`config.mk`:
```
export PLATFORM = sky130hd
export DESIGN_NAME = cp_seg_ctrl
export DESIGN_NICKNAME = d
export VERILOG_FILES = /design/src/rtl/cpsc_pkg.sv /design/src/rtl/cpsc_ctrl.sv /design/src/rtl/cpsc_phase_gen.sv /design/src/rtl/cp_seg_ctrl.sv
export SDC_FILE = /design/constraint.sdc
export NUM_CORES = 1
export LEC_CHECK = 0
export BUFFER_PORTS_ARGS = -buffer_cell sky130_fd_sc_hd__buf_2
export CORE_ASPECT_RATIO = 0.8
export CORE_MARGIN = 1.5
export CORE_UTILIZATION = 46
export DETAILED_ROUTE_END_ITERATION = 6
export MAX_ROUTING_LAYER = met4
export PLACE_DENSITY = 0.73
export SKIP_LAST_GASP = 1
export SYNTH_ARGS = -nofsm -noshare
export SYNTH_HDL_FRONTEND = slang
export SYNTH_SLANG_ARGS = --single-unit
```
`constraint.sdc`:
```
create_clock -name clk -period 1.75 [get_ports clk]
set_clock_uncertainty 0.2 [all_clocks]
set_input_delay 0.175 -clock clk [delete_from_list [all_inputs] [get_ports clk]]
set_output_delay 0.175 -clock clk [all_outputs]
set_load 0.01 [all_outputs]
```
`src/rtl/cpsc_pkg.sv`:
```
package cpsc_pkg;
  localparam int NUM_SW  = 4;
  localparam int NUM_SEG = 3;

  typedef enum logic [1:0] {
    LVL_QTR  = 2'd1,
    LVL_HALF = 2'd2,
    LVL_FULL = 2'd3
  } lvl_e;

  typedef enum logic [1:0] {
    ST_OFF  = 2'd0,
    ST_SKIP = 2'd1,
    ST_RUN  = 2'd2
  } st_e;

  typedef struct packed {
    logic run;
    lvl_e level;
    logic divide;
  } strb_t;
endpackage

```
`src/rtl/cpsc_ctrl.sv`:
```
module cpsc_ctrl
  import cpsc_pkg::*;
#(
  parameter int HALF_AFTER = 3,
  parameter int FULL_AFTER = 7
) (
  input  logic  clk,
  input  logic  rstN,
  input  logic  enN,
  input  logic  fault,
  input  logic  modeDivide,
  input  logic  upperHit,
  input  logic  lowerHit,
  input  logic  softStart,
  input  logic  cycleEnd,
  output strb_t strb
);
  localparam int CNT_MAX = (HALF_AFTER > FULL_AFTER) ? HALF_AFTER : FULL_AFTER;
  localparam int CNT_W   = $clog2(CNT_MAX + 1);

  st_e              state;
  lvl_e             level;
  logic [CNT_W-1:0] cycCnt;
  logic             modeReg;

  always_ff @(posedge clk or negedge rstN) begin
    if (!rstN) begin
      state   <= ST_OFF;
      level   <= LVL_QTR;
      cycCnt  <= '0;
      modeReg <= 1'b1;
    end else if (enN || fault) begin
      state   <= ST_OFF;
      level   <= LVL_QTR;
      cycCnt  <= '0;
      modeReg <= modeDivide;
    end else begin
      case (state)
        ST_OFF: begin
          modeReg <= modeDivide;
          state   <= ST_SKIP;
        end
        ST_SKIP: begin
          modeReg <= modeDivide;
          if (lowerHit && !upperHit) begin
            state  <= ST_RUN;
            level  <= LVL_QTR;
            cycCnt <= '0;
          end
        end
        ST_RUN: begin
          if (upperHit) begin
            state  <= ST_SKIP;
            level  <= LVL_QTR;
            cycCnt <= '0;
          end else if (cycleEnd) begin
            modeReg <= modeDivide;
            if (level == LVL_QTR && cycCnt == CNT_W'(HALF_AFTER - 1)) begin
              level  <= LVL_HALF;
              cycCnt <= '0;
            end else if (level == LVL_HALF && cycCnt == CNT_W'(FULL_AFTER - 1)) begin
              level  <= LVL_FULL;
              cycCnt <= '0;
            end else if (level != LVL_FULL) begin
              cycCnt <= cycCnt + 1'b1;
            end
          end
        end
        default: state <= ST_OFF;
      endcase
    end
  end

  always_comb begin
    strb.run    = (state == ST_RUN);
    strb.level  = softStart ? LVL_FULL : level;
    strb.divide = modeReg;
  end

  AST_MODE_HOLD: assert property (@(posedge clk) disable iff (!rstN)
    ($past(rstN) && state == ST_RUN && $past(state) == ST_RUN && !$past(cycleEnd))
      |-> modeReg == $past(modeReg));
  AST_SHUTDOWN_EXIT: assert property (@(posedge clk) disable iff (!rstN)
    ($past(rstN) && $past(enN || fault)) |-> state == ST_OFF);
  AST_LEVEL_RISE: assert property (@(posedge clk) disable iff (!rstN)
    ($past(rstN) && state == ST_RUN && $past(state) == ST_RUN) |-> level >= $past(level));
endmodule

```
`src/rtl/cpsc_phase_gen.sv`:
```
module cpsc_phase_gen
  import cpsc_pkg::*;
#(
  parameter int PHASE_CLKS = 4,
  parameter int DEAD_CLKS  = 1
) (
  input  logic                      clk,
  input  logic                      rstN,
  input  strb_t                     strb,
  output logic                      cycleEnd,
  output logic [NUM_SW*NUM_SEG-1:0] gateRaw
);
  localparam int PERIOD = 2 * (PHASE_CLKS + DEAD_CLKS);
  localparam int POS_W  = $clog2(PERIOD);
  localparam int B_LO   = PHASE_CLKS + DEAD_CLKS;
  localparam int B_HI   = 2 * PHASE_CLKS + DEAD_CLKS;

  logic [POS_W-1:0]   pos;
  logic               phA, phB;
  logic [NUM_SEG-1:0] segMask;
  logic [NUM_SW-1:0]  swOn;

  always_ff @(posedge clk or negedge rstN) begin
    if (!rstN)                              pos <= '0;
    else if (!strb.run)                     pos <= '0;
    else if (pos == POS_W'(PERIOD - 1))     pos <= '0;
    else                                    pos <= pos + 1'b1;
  end

  assign cycleEnd = strb.run && (pos == POS_W'(PERIOD - 1));
  assign phA      = strb.run && (pos < POS_W'(PHASE_CLKS));
  assign phB      = strb.run && (pos >= POS_W'(B_LO)) && (pos < POS_W'(B_HI));

  always_comb begin
    segMask[0] = 1'b1;
    segMask[1] = (strb.level == LVL_HALF) || (strb.level == LVL_FULL);
    segMask[2] = (strb.level == LVL_FULL);
  end

  for (genvar s = 0; s < NUM_SW; s++) begin : g_sw
    if (s == 0) begin : g_s1
      assign swOn[s] = phA;
    end else if (s == 1) begin : g_s2
      assign swOn[s] = phB;
    end else if (s == 2) begin : g_s3
      assign swOn[s] = phA && strb.divide;
    end else begin : g_s4
      assign swOn[s] = strb.divide ? phB : strb.run;
    end
    assign gateRaw[s*NUM_SEG +: NUM_SEG] = swOn[s] ? segMask : '0;
  end

  logic grpA, grpB;
  assign grpA = |{gateRaw[0 +: NUM_SEG], gateRaw[2*NUM_SEG +: NUM_SEG]};
  assign grpB = |{gateRaw[NUM_SEG +: NUM_SEG], gateRaw[3*NUM_SEG +: NUM_SEG]};

  AST_NO_OVERLAP: assert property (@(posedge clk) disable iff (!rstN)
    strb.divide |-> !(grpA && grpB));
  AST_DEAD_GAP: assert property (@(posedge clk) disable iff (!rstN)
    ($past(rstN) && strb.divide && $past(strb.divide) && $past(grpA)) |-> !grpB);
  AST_PASS_THROUGH: assert property (@(posedge clk) disable iff (!rstN)
    (strb.run && !strb.divide) |->
      (gateRaw[2*NUM_SEG +: NUM_SEG] == '0 && gateRaw[3*NUM_SEG] &&
       !(gateRaw[0] && gateRaw[NUM_SEG])));
endmodule

```
`src/rtl/cp_seg_ctrl.sv`:
```
module cp_seg_ctrl
  import cpsc_pkg::*;
#(
  parameter int PHASE_CLKS = 4,
  parameter int DEAD_CLKS  = 1,
  parameter int HALF_AFTER = 3,
  parameter int FULL_AFTER = 7
) (
  input  logic        clk,
  input  logic        rstN,
  input  logic        enN,
  input  logic        fault,
  input  logic        modeDivide,
  input  logic        upperHit,
  input  logic        lowerHit,
  input  logic        softStart,
  output logic [11:0] gateEn
);
  strb_t                     strb;
  logic                      cycleEnd;
  logic [NUM_SW*NUM_SEG-1:0] gateRaw;

  cpsc_ctrl #(.HALF_AFTER(HALF_AFTER), .FULL_AFTER(FULL_AFTER)) i_ctrl (
    .clk(clk), .rstN(rstN), .enN(enN), .fault(fault), .modeDivide(modeDivide),
    .upperHit(upperHit), .lowerHit(lowerHit), .softStart(softStart),
    .cycleEnd(cycleEnd), .strb(strb)
  );

  cpsc_phase_gen #(.PHASE_CLKS(PHASE_CLKS), .DEAD_CLKS(DEAD_CLKS)) i_phase (
    .clk(clk), .rstN(rstN), .strb(strb), .cycleEnd(cycleEnd), .gateRaw(gateRaw)
  );

  assign gateEn = gateRaw & {(NUM_SW*NUM_SEG){~(enN | fault)}};

  AST_SKIP_SILENT: assert property (@(posedge clk) disable iff (!rstN)
    ($past(rstN) && $past(upperHit)) |-> gateEn == '0);
endmodule

```
==> results.md <==
* Slowest CP cell: or4b_4
* Pin count of the biggest net entering global routing at 13
* H-tree level count at 1
* DR vias at 810
* Seq/Total Area, Yosys at 37.6%
* Simple-gate share of the synthesized area at 28.7%
* Status: complete, but fails checks
* Final count of hold timing violations at 0
* Max Cap Viol at 0
* Cell taking the most area after synthesis: dfrtp_1
* FILL cells at 146
* CP Capture Type: primary output
* Port bufs at 19
* Mapped Area at 806 sq um
* Die W at 49.8 um
* Compound-gate portion of the synthesized area at 18.5%
* Top cell type's share of synthesized area at 31.1%
* Die Y at 40.4 um
* ANT nets after route at 0
* XOR/XNOR share of the synthesized area at 1.09%
* Setup crit start: i_ctrl.state[0]$_DFFE_PN0P_
* Yosys warnings at 0
* Synthesized net count at 103
* Half-perimeter wire length after placement at 1520 um
* FF-to-FF End: i_ctrl.cycCnt[1]$_DFFE_PN0P_
* RSZ-0062 raised after global routing: yes
* Largest family of logic cells by synthesized area: simple AND/OR/NAND/NOR gates
* Share of cells above drive strength 1 at 38.9%
* Clk root buf: clkbuf_4
* Final setup viols at 15
* Peak Freq at 0.454 GHz
* Worst setup margin at -0.453 ns
* CP max FO at 3
* Critical Path AT at 1.83 ns
* Nets at 137
* CP Launch Type: flip-flop
* Wire per inst at 13.5 um
* Initial Util at 49.5%
* CTS Buffer Depth at 2
* Clk sinks at 12
* Vias in the first global route at 733
* Commonest non-fill, non-tap cells in the layout: buf_2 (16), nor2_1 (14), dfrtp_1 (10), buf_4 (10), inv_1 (7)
* Clock transition at path regs at 0.07 ns
* Syn Area/Cell at 8.66 sq um
* Mux share of post-synthesis cell area at 6.37%
* Die Footprint at 0.00201 sq mm
* Crit path buf inv count at 2
* Area contributors post-synth: dfrtp_1 (31%), nor2_1 (8.9%), dfstp_2 (6.5%)
* Min-delay worst type: input port to flip-flop
* Crit path to: gateEn[8]
* Global route overflow at 0
* Yosys reg bits at 12
* Leakage at 0.566 nW
* Mapped Cells at 93
* Crit-path leading delay family: simple AND/OR/NAND/NOR gates
* Slew @ Worst Pin at 0.423 ns
* CTS tree: built
* R2r setup slk at -0.20 ns
* Worst slack, placed at -0.256 ns
* FF+latch area at 303 sq um
* Adder-cell share of the synthesized area at 3.11%
* Worst-skew pair later-pin latency at 0.27 ns
* Drt pass-1 iters at 4
* CP max stage delay at 0.48 ns
* Inserted Clock Buffers at 3
* Minimum clock period at 2.20 ns
* Total track usage at 23.4%
* Number of diodes at 0
* Final GP Congestion at 0.712
* Number of vias per cell at 5.47
* Most common cell after layout, fill and taps aside: buf_2
* Path depth of the worst reg2reg path at 5
* DRT iter0 DRCs at 12
* Hold WS at 0.0247 ns
* Worst R2R Start: i_ctrl.state[0]$_DFFE_PN0P_
* CP Class: flip-flop to primary output
* Detailed-route DRC error count at 0
* Total Routed Length at 1990 um
* Initial antenna violation count at 0
* Slew margin rel. at 71.5%
* Failing checks: negative setup slack
* Yosys cell types at 38
* Maximum vdd drop at 0.541 mV
* Core region area at 0.00163 sq mm
* Number of cells on the critical path at 6
* Data required, critical path at 1.37 ns
* I/O pin cnt at 20
* Slew Limit Fails at 0
* First-pass GRT wire length at 3240 um
* Cell Chain, Critical Path: or4b_4 > or3_4 > inv_4 > nand2_4 > nor2_4 > buf_6
* Site Rows at 13
* Multi-input logic area at 512 sq um
* Layout area overhead at 37.7%
* Cell area power density at 457 mW/mm^2
* Period utilization at 126%
## state kept, by name (all words and copies together) (netlist names)
name            cells
i_ctrl.cycCnt       3
i_ctrl.level        2
i_ctrl.modeReg      1
i_ctrl.state        2
i_phase.pos         4
## through the flow
step / setup TNS [ns] / instance area [sq um] / cells / total power, W / util, %
after detailed placement: -2.08 / 1020 / 141 / 0.000332 / 62.9
after floorplan: -0.809 / 841 / 93 / 0.000306 / -
after CTS: -5.03 / 1100 / 148 / 0.000513 / 67.5
after global placement: -1.70 / 1020 / 141 / 0.000329 / 62.9
final: -4.93 / 1110 / 148 / 0.000507 / 68.2
after global routing: -5.96 / 1110 / 148 / 0.000529 / 68.2
## where the power goes
part	total, W	internal [W]	switching, W
combinational	0.0000461	0.0000203	0.0000258
sequential	0.000284	0.000281	0.00000274
clock	0.000177	0.0000883	0.0000886
total	0.000507	0.000390	0.000117
## cells by family after synthesis
kind of cell | after synthesis
xor gates and xnor gates | 1
AOI/OAI and AO/OA | 20
DFF | 12
muxes | 5
and+or+nand+nor | 43
buffers and inverters | 10
adders and majority gates | 2
## final cells by class
class / instances / share of cell area, %
flip-flops and latches: 12 / 27.3
inverters: 8 / 2.93
multi-input cells: 71 / 46.1
clock buffers: 4 / 2.37
repair buffers: 31 / 18.8
well taps: 22 / 2.48
## routing by layer
layer  global-route usage, %  vias up  wire length [um]
met1                    26.5      380               887
li1                        -      397                 -
met2                    42.7       31               987
met4                    4.17        0                 6
met5                       -        -                 0
met3                    7.09        2               109
## synthesized netlist by cell type
cell        n
or4b_4      1
and4_1      1
nand2_1     5
o311ai_0    1
and4bb_2    1
clkbuf_1    2
nor2_1     19
a22oi_1     1
a31oi_1     1
or2_2       1
nor2b_1     3
a211o_1     1
o21ai_0     4
or2_0       1
and3b_1     1
a22o_1      1
o211a_1     1
o311a_1     1
dfstp_2     2
o221ai_1    1
xnor2_1     1
nand3_1     1
mux2_2      1
inv_1       8
a21o_1      2
nand4bb_1   1
nor3b_1     1
or3_1       1
nand3b_1    1
a311oi_1    1
nand2b_1    3
nor3_1      2
dfrtp_1    10
mux2i_1     4
ha_1        2
o22ai_2     1
a2bb2oi_1   1
a21oi_1     3
## worst min-delay path by stage
| stage | startpoint | to | slack (ns) | cells past startpoint |
|---|---|---|---|---|
| floorplan | rstN | i_ctrl.cycCnt[0]$_DFFE_PN0P_ | -0.32 | 0 |
| detailed placement | rstN | i_phase.pos[3]$_DFF_PN0_ | -0.13 | 1 |
| global route | upperHit | i_ctrl.state[0]$_DFFE_PN0P_ | 0.05 | 3 |
| global placement | rstN | i_phase.pos[0]$_DFF_PN0_ | -0.14 | 1 |
| finish | enN | i_ctrl.state[0]$_DFFE_PN0P_ | 0.02 | 4 |
| CTS | upperHit | i_ctrl.state[0]$_DFFE_PN0P_ | 0.008 | 3 |
## what timing repair did
item                                    4_1_cts  5_1_grt
resized for setup                             5        4
pin swaps                                     5        1
hold buffers                                  2        0
endpoints found under the hold margin        13        0
buffers inserted                              1        0
endpoints found under the setup margin       15       18
## worst reg2reg max path: stages, from the launching register on
cell and delay (ns):
dfrtp_1 0.38, or4b_4 0.48, buf_4 0.17, or2_4 0.23, a211o_1 0.26, o22ai_2 0.15
(Power assumes the default switching activity.)
